[config.mk]
export PLATFORM = sky130hd
export DESIGN_NAME = dsq_seq
export DESIGN_NICKNAME = d
export VERILOG_FILES = /design/src/rtl/dsq_pkg.sv /design/src/rtl/dsq_timer.sv /design/src/rtl/dsq_setup_enc.sv /design/src/rtl/dsq_stat_pack.sv /design/src/rtl/dsq_seq.sv
export SDC_FILE = /design/constraint.sdc
export NUM_CORES = 1
export LEC_CHECK = 0
export ABC_AREA = 1
export BUFFER_PORTS_ARGS = -buffer_cell sky130_fd_sc_hd__buf_2
export CAP_MARGIN = 15
export CORE_ASPECT_RATIO = 1.75
export CORE_UTILIZATION = 45
export DETAILED_ROUTE_END_ITERATION = 6
export GPL_TIMING_DRIVEN = 0
export PLACE_DENSITY = 0.67
export SETUP_SLACK_MARGIN = 0.3
export SLEW_MARGIN = 15
export SYNTH_ARGS = -nofsm -noshare
export SYNTH_HDL_FRONTEND = slang
export SYNTH_HIERARCHICAL = 1
export SYNTH_SLANG_ARGS = --single-unit
[constraint.sdc]
create_clock -name clk -period 5.19 [get_ports clk]
set_clock_uncertainty 0.2 [all_clocks]
set_input_delay 0.2595 -clock clk [delete_from_list [all_inputs] [get_ports clk]]
set_output_delay 0.2595 -clock clk [all_outputs]
set_load 0.05 [all_outputs]
[src/rtl/dsq_pkg.sv]
`timescale 1ns/1ps
package dsq_pkg;
    localparam int CMD_WORDS  = 4;
    localparam int STAT_WORDS = 2;
    localparam int LUN_W      = 3;
    localparam int LBA_W      = 21;
    localparam int IDX_W      = $clog2(CMD_WORDS);
    localparam int CMD_W      = 16 * CMD_WORDS;

    localparam logic [7:0] ST_ADDR_HI = 8'hC2;
    localparam logic [7:0] ST_ADDR_LO = 8'hC0;
    localparam logic [7:0] ST_WORD    = 8'hDE;
    localparam logic [7:0] ST_BLOCK   = 8'hFE;
    localparam logic [7:0] ST_CLEAR   = 8'hCF;
    localparam logic [7:0] ST_HOSTINT = 8'hBF;
    localparam logic [7:0] MARKER     = 8'hFF;
    localparam logic [7:0] MARK_OFS   = 8'h0C;
    localparam logic [6:0] TMO_ERR    = 7'h24;

    typedef enum logic [3:0] {
        S_IDLE, S_START, S_SETUP, S_PUSH, S_WAIT, S_CHECK,
        S_CLR, S_CLR_WAIT, S_EXEC, S_INT, S_INT_WAIT
    } state_e;

    typedef enum logic [1:0] {K_MARK, K_FETCH, K_BLOCK, K_STAT} kind_e;

    typedef struct packed {
        state_e             state;
        kind_e              kind;
        logic [1:0]         step;
        logic [IDX_W-1:0]   idx;
        logic [CMD_W-1:0]   cmd;
        logic               cmd_valid;
        logic [6:0]         err;
        logic               adv;
        logic [LUN_W-1:0]   lun;
        logic [LBA_W-1:0]   lba;
        logic               bdir;
        logic               host_int_n;
        logic               ireq_n;
    } seq_t;
endpackage

[src/rtl/dsq_timer.sv]
`timescale 1ns/1ps
module dsq_timer #(
    parameter int LIMIT = 2500000
) (
    input  logic clk,
    input  logic rst_n,
    input  logic clr,
    input  logic run,
    output logic expired
);
    localparam int CW = (LIMIT > 1) ? $clog2(LIMIT) : 1;
    localparam logic [CW-1:0] LAST = CW'(LIMIT - 1);

    logic [CW-1:0] cnt_d, cnt_q;

    always_comb begin
        cnt_d = cnt_q;
        if (clr)
            cnt_d = '0;
        else if (run && cnt_q != LAST)
            cnt_d = cnt_q + 1'b1;
    end

    always_ff @(posedge clk or negedge rst_n) begin
        if (!rst_n) cnt_q <= '0;
        else        cnt_q <= cnt_d;
    end

    assign expired = (cnt_q == LAST);
endmodule

[src/rtl/dsq_setup_enc.sv]
`timescale 1ns/1ps
module dsq_setup_enc
    import dsq_pkg::*;
(
    input  kind_e            kind,
    input  logic [1:0]       step,
    input  logic [IDX_W-1:0] idx,
    input  logic             bdir,
    output logic [7:0]       code,
    output logic [7:0]       data
);
    logic dir;

    always_comb begin
        unique case (kind)
            K_MARK, K_FETCH: dir = 1'b1;
            K_STAT:          dir = 1'b0;
            default:         dir = bdir;
        endcase
        code = 8'h00;
        data = 8'h00;
        unique case (step)
            2'd0: begin
                code = ST_ADDR_HI;
                data = {dir, 7'h00};
            end
            2'd1: begin
                code = ST_ADDR_LO;
                data = (kind == K_MARK || kind == K_STAT) ? MARK_OFS : 8'h00;
            end
            2'd2: begin
                code = (kind == K_BLOCK) ? ST_BLOCK : ST_WORD;
                data = 8'(idx);
            end
            default: begin
                code = 8'h00;
                data = 8'h00;
            end
        endcase
    end
endmodule

[src/rtl/dsq_stat_pack.sv]
`timescale 1ns/1ps
module dsq_stat_pack
    import dsq_pkg::*;
(
    input  logic             adv,
    input  logic [6:0]       err,
    input  logic [LUN_W-1:0] lun,
    input  logic [LBA_W-1:0] lba,
    input  logic [IDX_W-1:0] idx,
    output logic [15:0]      word
);
    localparam int HI_W = LBA_W - 16;

    logic [15:0] w0, w1;

    always_comb begin
        w0   = {adv, err, lun, lba[LBA_W-1 -: HI_W]};
        w1   = lba[15:0];
        word = (idx == '0) ? w0 : w1;
    end
endmodule

[src/rtl/dsq_seq.sv]
`timescale 1ns/1ps
module dsq_seq
    import dsq_pkg::*;
#(
    parameter int TMO_CYCLES = 2500000
) (
    input  logic              clk,
    input  logic              rst_n,
    input  logic              go,
    input  logic              int_ack,
    output logic              st_wr,
    output logic [7:0]        st_code,
    output logic [7:0]        st_data,
    input  logic              xfer_done,
    input  logic              fifo_err,
    output logic              fifo_rd,
    input  logic [15:0]       fifo_rdata,
    output logic              fifo_wr,
    output logic [15:0]       fifo_wdata,
    output logic              cmd_valid,
    output logic [CMD_W-1:0]  cmd_bytes,
    input  logic              blk_req,
    input  logic              blk_dir,
    input  logic              done_req,
    input  logic [6:0]        done_err,
    input  logic              done_disk,
    input  logic [LUN_W-1:0]  done_lun,
    input  logic [LBA_W-1:0]  done_lba,
    output logic              host_int_n,
    output logic              ireq_n
);
    localparam logic [IDX_W-1:0] FETCH_LAST = IDX_W'(CMD_WORDS - 1);
    localparam logic [IDX_W-1:0] STAT_LAST  = IDX_W'(STAT_WORDS - 1);

    seq_t q, d;
    logic tmr_clr, tmr_run, tmr_exp;
    logic rd_c;
    logic [7:0] enc_code, enc_data;
    logic [15:0] stat_word;

    dsq_timer #(.LIMIT(TMO_CYCLES)) u_timer (
        .clk(clk), .rst_n(rst_n), .clr(tmr_clr), .run(tmr_run), .expired(tmr_exp)
    );

    dsq_setup_enc u_enc (
        .kind(q.kind), .step(q.step), .idx(q.idx), .bdir(q.bdir),
        .code(enc_code), .data(enc_data)
    );

    dsq_stat_pack u_pack (
        .adv(q.adv), .err(q.err), .lun(q.lun), .lba(q.lba), .idx(q.idx),
        .word(stat_word)
    );

    always_comb begin
        d       = q;
        tmr_clr = 1'b0;
        tmr_run = 1'b0;
        rd_c    = 1'b0;
        unique case (q.state)
            S_IDLE: begin
                if (go) begin
                    d.state     = S_START;
                    d.ireq_n    = 1'b0;
                    d.cmd_valid = 1'b0;
                    d.err       = '0;
                    d.adv       = 1'b0;
                    d.lun       = '0;
                    d.lba       = '0;
                    d.kind      = K_MARK;
                    d.idx       = '0;
                    d.step      = 2'd0;
                end
            end
            S_START: begin
                d.state = fifo_err ? S_CLR : S_SETUP;
            end
            S_SETUP: begin
                if (q.step == 2'd2)
                    d.state = (q.kind == K_STAT) ? S_PUSH : S_WAIT;
                else
                    d.step = q.step + 2'd1;
            end
            S_PUSH: begin
                d.state = S_WAIT;
            end
            S_WAIT: begin
                if (xfer_done) d.state = S_CHECK;
            end
            S_CHECK: begin
                if (fifo_err) begin
                    d.state = S_CLR;
                end else begin
                    unique case (q.kind)
                        K_MARK: begin
                            rd_c = 1'b1;
                            if (fifo_rdata[15:8] == MARKER) begin
                                d.kind  = K_FETCH;
                                d.idx   = '0;
                                d.step  = 2'd1;
                                d.state = S_SETUP;
                            end else begin
                                d.state  = S_IDLE;
                                d.ireq_n = 1'b1;
                            end
                        end
                        K_FETCH: begin
                            rd_c = 1'b1;
                            d.cmd[(CMD_WORDS - 1 - int'(q.idx)) * 16 +: 16] = fifo_rdata;
                            if (q.idx == FETCH_LAST) begin
                                d.state     = S_EXEC;
                                d.cmd_valid = 1'b1;
                            end else begin
                                d.idx   = q.idx + 1'b1;
                                d.step  = 2'd1;
                                d.state = S_SETUP;
                            end
                        end
                        K_BLOCK: begin
                            d.state = S_EXEC;
                        end
                        default: begin
                            if (q.idx == STAT_LAST) begin
                                d.state = S_INT;
                            end else begin
                                d.idx   = q.idx + 1'b1;
                                d.step  = 2'd0;
                                d.state = S_SETUP;
                            end
                        end
                    endcase
                end
            end
            S_CLR: begin
                tmr_clr = 1'b1;
                d.state = S_CLR_WAIT;
            end
            S_CLR_WAIT: begin
                if (!fifo_err) begin
                    d.state = S_SETUP;
                    d.step  = (q.kind == K_FETCH) ? 2'd1 : 2'd0;
                end else if (tmr_exp) begin
                    if (q.kind == K_STAT) begin
                        d.state = S_INT;
                    end else begin
                        d.kind      = K_STAT;
                        d.idx       = '0;
                        d.step      = 2'd0;
                        d.err       = TMO_ERR;
                        d.adv       = 1'b0;
                        d.cmd_valid = 1'b0;
                        d.state     = S_SETUP;
                    end
                end else begin
                    tmr_run = 1'b1;
                end
            end
            S_EXEC: begin
                if (done_req) begin
                    d.kind      = K_STAT;
                    d.idx       = '0;
                    d.step      = 2'd0;
                    d.err       = done_err;
                    d.adv       = done_disk;
                    d.lun       = done_lun;
                    d.lba       = done_lba;
                    d.cmd_valid = 1'b0;
                    d.state     = S_SETUP;
                end else if (blk_req) begin
                    d.kind  = K_BLOCK;
                    d.idx   = '0;
                    d.step  = 2'd0;
                    d.bdir  = blk_dir;
                    d.state = S_SETUP;
                end
            end
            S_INT: begin
                d.host_int_n = 1'b0;
                d.ireq_n     = 1'b1;
                d.state      = S_INT_WAIT;
            end
            S_INT_WAIT: begin
                if (int_ack) begin
                    d.host_int_n = 1'b1;
                    d.state      = S_IDLE;
                end
            end
            default: d.state = S_IDLE;
        endcase
    end

    always_ff @(posedge clk or negedge rst_n) begin
        if (!rst_n) begin
            q            <= '0;
            q.state      <= S_IDLE;
            q.kind       <= K_MARK;
            q.host_int_n <= 1'b1;
            q.ireq_n     <= 1'b1;
        end else begin
            q <= d;
        end
    end

    always_comb begin
        st_wr   = 1'b0;
        st_code = 8'h00;
        st_data = 8'h00;
        unique case (q.state)
            S_SETUP: begin
                st_wr   = 1'b1;
                st_code = enc_code;
                st_data = enc_data;
            end
            S_CLR: begin
                st_wr   = 1'b1;
                st_code = ST_CLEAR;
            end
            S_INT: begin
                st_wr   = 1'b1;
                st_code = ST_HOSTINT;
            end
            default: ;
        endcase
    end

    assign fifo_rd    = rd_c;
    assign fifo_wr    = (q.state == S_PUSH);
    assign fifo_wdata = stat_word;
    assign cmd_valid  = q.cmd_valid;
    assign cmd_bytes  = q.cmd;
    assign host_int_n = q.host_int_n;
    assign ireq_n     = q.ireq_n;
endmodule

==> results of run 1 <==
## metal layers
metal / part of all wire, % / track usage (%) / vias to the layer above
li1: - / - / 3927
met1: 36 / 27.1 / 3609
met2: 55 / 51.0 / 250
met3: 4.1 / 3.86 / 76
met4: 4.8 / 14.4 / 0
met5: 0 / 0 / -
## worst register-to-register path: cells and delay by family, from the launching register on
family,cells,cell delay (ns)
fa+ha+maj,1,0.35
simple gates,3,0.87
buf+inv,3,0.83
flops,1,0.79
## area by class of cell
class | count | area [um^2]
buffer | 113 | 808
multi-input combinational | 759 | 3540
timing repair buffer | 204 | 1300
fill | 1687 | 7220
inverter | 108 | 410
clock inverter | 15 | 164
sequential | 132 | 3310
tap | 231 | 289
clock buffer | 17 | 425
## repair_timing
item,CTS,global route
endpoints found under the setup margin,0,0
hold buffers,49,0
hold endpoints to repair,210,0
## worst paths after layout
check                       startpoint                    endpoint  slack [ns]  cells past startpoint
min in group asynchronous        rst_n  asynchronous set/reset pin        0.11                      2
min                        done_err[2]                       q[30]        0.03                      5
max reg2reg                     q[100]                        flop        2.09                      7
max in group asynchronous        rst_n                       q[33]        3.90                      3
max                             q[100]                        flop        2.09                      7
min reg2reg                      q[29]                       q[29]        0.27                      2
## power groups by stage
stage	Clock [mW]	Combinational (mW)	Sequential, mW
6_report	1.22	1.14	1.16
5_1_grt	1.28	1.26	1.17
4_1_cts	1.25	1.14	1.16
3_5_place_dp	0	1.11	1.18
3_3_place_gp	0	1.10	1.18
2_1_floorplan	0	0.799	1.17
## cell families (layout without fill, tap and decap cells)
| logic type | Yosys count | after routing |
|---|---|---|
| simple gates | 619 | 619 |
| buf+inv | 221 | 457 |
| flops | 132 | 132 |
| compound gates | 114 | 114 |
| fa+ha+maj | 12 | 12 |
| xor+xnor | 9 | 9 |
| other cells | 1 | 4 |
| mux | 1 | 1 |
## layout by cell type (no fill, tap or decap), types with 5 or more instances in the layout
cell           Yosys  layout
clkbuf_16          0      17
nor2_2             5       5
buf_6             13      13
o21ai_0           55      55
buf_2              6     159
nand4_1           28      28
nand3_1          119     119
ha_1              12      12
nor2_4             7       7
nor3_1             9       9
clkbuf_1          18      18
o21ai_1           54      54
buf_4             74      74
nand3b_1           9       9
inv_1            104     104
dlygate4sd3_1      0      49
nand2_1          335     335
xor2_1             9       9
dfrtp_1          130     130
nor2_1            96      96
inv_6              0       6
## stage by stage
step           utilization, %  hold slack (ns)  total power [mW]  setup WS, ns  cell area, um^2
6_report                 58.7           0.0268              3.52          2.09            10200
5_1_grt                  58.7           0.0577              3.70          1.94            10200
4_1_cts                  58.7          0.00812              3.55          2.12            10200
3_5_place_dp             52.5          -0.0345              2.29          2.15             9160
3_3_place_gp             52.3            0.254              2.27          1.74             9120
2_1_floorplan               -           -0.236              1.97          2.82             8060
## cells in the mapped netlist (7+ instances only)
cell | n | area [um^2]
clkbuf_1 | 18 | 67.6
o21ai_0 | 55 | 275
nand2_1 | 335 | 1260
nor3_1 | 9 | 45.0
nand3_1 | 119 | 596
nor2_1 | 96 | 360
xor2_1 | 9 | 78.8
ha_1 | 12 | 150
inv_1 | 104 | 390
o21ai_1 | 54 | 270
nand4_1 | 28 | 175
dfrtp_1 | 130 | 3250
nand3b_1 | 9 | 67.6
buf_4 | 74 | 556
buf_6 | 13 | 146
nor2_4 | 7 | 78.8
==> results_dict.tcl, run 1 <==
set metrics [dict create \
    grt_pass1_wl_um 37200 \
    hold_class "primary input to flop" \
    die_x_um 103 \
    rsz0062_at_grt "false" \
    syn-instance-count 1109 \
    hold_viol 0 \
    startpoint_type "flop" \
    clock_path_buffers 2 \
    critPathMaxFanout 15 \
    yosysWarnings 6 \
    rows 64 \
    fin_nets 1404 \
    slowest_delay_ns 0.79 \
    core-area_um2 17500 \
    ys_seq_area_share_pct 41.1 \
    end_kind "flop" \
    io_pins 159 \
    diodes 0 \
    peakVddDrop_mv 0.262 \
    clk_pin_slew_ns 0.07 \
    slew_viol_final 0 \
    finalSetupViolCount 0 \
    grt_pass1_vias 7688 \
    cts_htree_levels 4 \
    gp_congestion 0.953 \
    synth_adder_area_share_pct 1.86 \
    switching_share_pct 40.6 \
    final_antenna_net_count 0 \
    tightest_slew_ns 0.876 \
    synth_seq_cells 132 \
    firstDrtPassIters 7 \
    dp_hpwl_um 17900 \
    post_cts_buffers 0 \
    dieArea_um2 18500 \
    fin_crit_sh_pct 59.8 \
    start_util_pct 46.1 \
    clock-root-buffer "clkbuf_16" \
    synth_compound_gate_area_share_pct 7.20 \
    synth_ff_type "dfrtp_1" \
    clk_latency_ns 0.42 \
    cts_buffers 17 \
    gr-total-overflow 0 \
    critical-path-top-delay-family "simple AND/OR/NAND/NOR gates" \
    routed_via_density 4.98 \
    maxCapViolations 0 \
    portBuffers 154 \
    synth-simple-area-share_pct 33.6 \
    post_drt_wl_per_cell_um 15.1 \
    power.share.clock_pct 34.8 \
    stdcell_count 1579 \
    vias 7862 \
    syn_area_um2 8050 \
    synth_top_family_by_area "simple AND/OR/NAND/NOR gates" \
    cts.sinks 132 \
    routed_wl_um 23900 \
    areaGrowthSynthToFinish_pct 27.2 \
    antenna_found_initial 0 \
    worstSetupPathType "flop to flop" \
    slew_headroom_pct 41.4 \
    synth.distinct_cells 35 \
    setup_tns_ns 0 \
    synthArstFlopShare_pct 100 \
    cts_resized 0 \
    drive_gt1_share_pct 22.7 \
    first_iter_violations 378 \
    synthMuxAreaShare_pct 0.140 \
    clock.fmax_mhz 322 \
    status "finished clean" \
    synth_xor_area_share_pct 0.979 \
    cellInternalPower_mw 2.09 \
    crit_slowest_cell "dfrtp_1" \
    crit_buf_inv 3 \
    die_h_um 179 \
    avgSynthCellArea_um2 7.26 \
    cts_tree "yes" \
    pwr_density_cell_nw_per_um2 344 \
    placed_cells 1498 \
    grt_max_degree 96 \
    power_switching_mw 1.43 \
    cp_cell_sequence "inv_1 -> ha_1 -> buf_2 -> nor3_1 -> clkbuf_1 -> nand3_1 -> nand2_1" \
    p_leak_nw 5.83 \
    pwr-share-seq_pct 32.9 \
    power_frac_comb_pct 32.3 \
    drc 0 \
    track_usage_pct 26.7 \
    cp.required_ns 5.35 \
    synth_edf_count 0 \
    finalCriticalPeriod_ns 3.10 \
    worstPathArrival_ns 3.26 \
]
Power figures use the tool's default switching activity.
==> run 2, diff against run 1 <==
clock period = 2.88 ns   (was 5.19 ns; I/O delays follow)
==> run 2 against run 1 <==
  * Die area is the same
  * Sequential cell count is the same
  * Highest routed layer unchanged
  * First-iteration DRC count shrank 7.1%
  * Total power grew 82%
  * Worst setup slack lost 1.6 ns
  * Non-clock buffer count grew 8
  * Register-to-register slack lost 1.6 ns
  * Critical path depth is the same
==> results_dict.tcl, run 2 (synthesis results as in run 1) <==
set metrics [dict create \
    status "finished clean" \
    layout_common_cells "nand2_1, buf_2, dfrtp_1, nand3_1, inv_1" \
    cts_buffers 17 \
    finalCriticalPeriod_ns 2.44 \
    n_fill_cell 1669 \
    clock.fmax_mhz 410 \
    io_pins 159 \
    peakVddDrop_mv 0.472 \
    p_leak_nw 5.86 \
    final_common_cell "nand2_1" \
    cts.sinks 132 \
    crit_slowest_cell "dfrtp_2" \
    worstPathArrival_ns 2.10 \
    fin_util_pct 59.4 \
    grtUsageMet2_pct 51.8 \
    worstSetupPathType "flop to output port" \
    clock_path_buffers 2 \
    core-area_um2 17500 \
    slew_viol_final 0 \
    critPathMaxFanout 9 \
    fin_nets 1412 \
    drc 0 \
    clk_latency_ns 0.42 \
    die_h_um 179 \
    grt_most_used_layer "met2" \
    grt_pass1_vias 7744 \
    routed_wl_um 24200 \
    firstDrtPassIters 6 \
    grt_max_degree 96 \
    areaGrowthSynthToFinish_pct 28.8 \
    clk_pin_slew_ns 0.07 \
    gr-usage-met3_pct 3.78 \
    pwr_density_cell_nw_per_um2 618 \
    fin_area_um2 10400 \
    first_iter_violations 351 \
    start_util_pct 46.1 \
    startpoint_type "flop" \
    post_drt_wl_per_cell_um 15.2 \
    crit_top_cell "inv_1" \
    diodes 0 \
    fin_crit_sh_pct 84.7 \
    slew_headroom_pct 27.2 \
    placed_area_um2 9160 \
    rsz0062_at_grt "true" \
    grt_pass1_wl_um 37700 \
    gp_congestion 0.953 \
    tightest_slew_ns 1.09 \
    dieArea_um2 18500 \
    crit_buf_inv 4 \
    cts_htree_levels 4 \
    vias 7875 \
    dp_hpwl_um 17900 \
    cp.required_ns 2.54 \
    cts_tree "yes" \
    final_antenna_net_count 0 \
    end_kind "output port" \
    slowest_delay_ns 0.47 \
    grt_use_met1_pct 27.8 \
    portBuffers 154 \
    antenna_found_initial 0 \
    maxCapViolations 0 \
    critical-path-top-delay-family "buffers and inverters" \
    hold_viol 0 \
    die_x_um 103 \
    routed_via_density 4.96 \
    rows 64 \
    clock-root-buffer "clkbuf_16" \
    finalSetupViolCount 0 \
    cp_cell_sequence "inv_1 -> ha_1 -> nor3_1 -> buf_4 -> inv_1 -> nor2_1 -> buf_2" \
    gr-total-overflow 0 \
    drive_gt1_share_pct 23.8 \
    track_usage_pct 27.2 \
    hold_class "primary input to asynchronous set/reset pin" \
]
-- run 2: repair_timing --
action	in CTS	in global routing
setup buffers	1	0
endpoints found under the setup margin	49	56
endpoints found under the hold margin	232	0
hold buffers	56	0
resized for setup	8	10
pin swaps	1	0
-- run 2: metrics by stage --
stage | hold WS (ns) | setup WS [ns] | power, mW | std cells | setup TNS (ns)
3_5_place_dp | -0.150 | -0.156 | 4.12 | 1498 | -1.35
2_1_floorplan | -0.352 | 0.511 | 3.55 | 1112 | 0
3_3_place_gp | 0.178 | -0.451 | 4.10 | 1497 | -58.09
5_1_grt | 0.101 | 0.288 | 6.74 | 1587 | 0
4_1_cts | 0.0635 | 0.333 | 6.43 | 1587 | 0
6_report | 0.0950 | 0.440 | 6.40 | 1587 | 0
-- run 2: layout make-up --
cell class,count,area (um^2),share of cell area (%)
Clock inverter,15,164,1.58
Buffer,113,811,7.82
Sequential cell,132,3310,32.0
Inverter,108,410,3.96
Tap cell,231,289,2.79
Clock buffer,17,425,4.10
Multi-Input combinational cell,759,3580,34.5
Timing Repair Buffer,212,1380,13.3
-- run 2: report_power, final --
part | internal, mW | switching [mW]
sequential | 1.96 | 0.135
clock | 1.23 | 0.977
combinational | 0.603 | 1.49
-- run 2: worst paths after layout --
check	from	endpoint	slack (ns)	cells after the start
setup / recovery	q[104]	st_data[3]	0.44	7
hold / removal	rst_n	host_int_n	0.1	2
setup reg to reg	q[100]	flop	0.47	7
hold reg to reg	q[29]	q[29]	0.27	2
max in group asynchronous	rst_n	u_timer/cnt_q[1]	0.82	3
min in group clk	fifo_err	q[100]	0.12	4
-- run 2: routing by layer --
| metal | part of all wire (%) | wire [um] |
|---|---|---|
| met4 | 4.9 | 1180 |
| met1 | 36 | 8810 |
| met5 | 0 | 0 |
| met2 | 55 | 13300 |
| met3 | 3.6 | 875 |
==> run 3, diff against run 2 <==
clock period = 2.36 ns   (was 2.88 ns; I/O delays follow)
==> run 3 against run 2 <==
  * Register-to-register slack lost 0.22 ns
  * Via count grew 10%
  * Sequential share of layout area shrank 3.9 points
  * Worst setup slack lost 0.24 ns
  * Utilization grew 8.7 points
  * Cell count grew 5.0%
  * Clock power grew 28%
  * Routed wire length grew 13%
  * Design area grew 15%
  * Total power grew 42%
  * Non-clock buffer count grew 79
  * Critical path type unchanged
  * Highest routed layer unchanged
==> results_dict.tcl, run 3 (synthesis results as in run 1) <==
set metrics [dict create \
    status "finished clean" \
    clock.fmax_mhz 462 \
    drc 0 \
    layout_common_cells "nand2_1, buf_4, buf_2, nand3_1, dfrtp_1" \
    finalSetupViolCount 0 \
    critical-path-top-delay-family "flip-flops" \
    grt_pass1_vias 8397 \
    maxCapViolations 0 \
    routed_via_density 5.20 \
    switching_share_pct 40.1 \
    fin_nets 1491 \
    hold_viol 0 \
    end_kind "output port" \
    r2r_slack_ns 0.25 \
    die_x_um 103 \
    power.share.clock_pct 31.1 \
    first_iter_violations 363 \
    final_common_cell "nand2_1" \
    cp.required_ns 2.04 \
    grt_max_degree 101 \
    track_usage_pct 29.3 \
    diodes 0 \
    firstDrtPassIters 5 \
    pwr-share-seq_pct 28.2 \
    placed_cells 1498 \
    gp_congestion 0.927 \
    rows 64 \
    slew_viol_final 0 \
    rr_worst_depth 12 \
    crit_top_cell "buf_6" \
    slowest_delay_ns 0.51 \
    pwr_density_cell_nw_per_um2 763 \
    post_drt_wl_per_cell_um 16.4 \
    die_h_um 179 \
    clk_pin_slew_ns 0.07 \
    antenna_found_initial 0 \
    gr-total-overflow 0 \
    critPathMaxFanout 8 \
    rr_endpoint "q[32]" \
    cts_htree_levels 4 \
    clock_path_buffers 2 \
    worstSetupPathType "flop to output port" \
    crit_buf_inv 3 \
    hold_class "primary input to asynchronous set/reset pin" \
    drive_gt1_share_pct 37.0 \
    finalCriticalPeriod_ns 2.16 \
    routed_wl_um 27300 \
    clk_latency_ns 0.43 \
    vias 8661 \
    rsz0062_at_grt "true" \
    core-area_um2 17500 \
    cellInternalPower_mw 5.43 \
    power_switching_mw 3.63 \
    setup_ws_ns 0.196 \
    final_antenna_net_count 0 \
    clock-root-buffer "clkbuf_16" \
    dieArea_um2 18500 \
    startpoint_type "flop" \
    timing.rr.start "u_timer/cnt_q[1]" \
    stdcell_count 1666 \
    p_leak_nw 6.44 \
    peakVddDrop_mv 0.584 \
    cp_cell_sequence "buf_12 -> nor2_4 -> buf_6 -> nand2_1 -> nand2_2 -> buf_6" \
    fin_hold_ws_ns 0.0410 \
    worstPathArrival_ns 1.85 \
    start_util_pct 46.1 \
    critPathLaunch "q[100]" \
    areaGrowthSynthToFinish_pct 47.6 \
    cts.sinks 132 \
    power_mw 9.06 \
    crit_slowest_cell "dfrtp_4" \
    portBuffers 154 \
    power_frac_comb_pct 40.7 \
    cts_tree "yes" \
    tightest_slew_ns 0.891 \
    cts_buffers 17 \
    grt_pass1_wl_um 40800 \
    io_pins 159 \
    place_ws_ns -0.212 \
    cp.depth 6 \
    dp_hpwl_um 18200 \
    fin_util_pct 68.1 \
    slew_headroom_pct 40.4 \
    fin_crit_sh_pct 91.7 \
]
## run 3: routing by layer
metal	part of all wire, %	global-route usage [%]
met5	0	0
met4	7.5	20.0
met3	4.5	3.86
met2	54	53.8
met1	34	29.9
## run 3: power groups by stage
stage / logic, mW / registers (mW) / clock network [mW]
global placement: 2.43 / 2.59 / 0
detailed placement: 2.44 / 2.60 / 0
CTS: 3.08 / 2.53 / 2.85
global route: 3.97 / 2.56 / 2.96
finish: 3.69 / 2.55 / 2.82
floorplan: 1.77 / 2.58 / 0
## run 3: worst max-delay path by stage
| stage | to | slack [ns] |
|---|---|---|
| after floorplan | q[27] | 0.28 |
| after detailed placement | flop | -0.21 |
| after global routing | fifo_wdata[10] | 0.13 |
| after CTS | fifo_wdata[10] | 0.22 |
| final | fifo_wdata[10] | 0.20 |
| after global placement | q[100] | -1.15 |
## run 3: layout make-up
class	instances	area [um^2]
fill	1450	5570
multi-input combinational	759	4010
sequential	132	3330
timing repair buffer	291	2330
buffer	113	891
clock buffer	17	425
inverter	108	423
tap	231	289
clock inverter	15	186
## run 3: tightest hold or removal path, delay by kind of cell
kind                   cells  cell delay (ns)
buffers and inverters      3             0.91
## run 3: what timing repair did
item,in CTS,in global routing
endpoints found under the setup margin,157,156
hold endpoints to repair,231,0
pin swaps,10,32
resized for setup,126,173
gates cloned,1,4
hold buffers,55,0
setup buffers,37,39
## run 3: through the flow
| stage | area (um^2) | setup TNS [ns] |
|---|---|---|
| after floorplan | 8090 | 0 |
| after global placement | 9150 | -122.46 |
| after detailed placement | 9190 | -7.19 |
| after CTS | 11100 | 0 |
| after global routing | 11900 | 0 |
| final | 11900 | 0 |
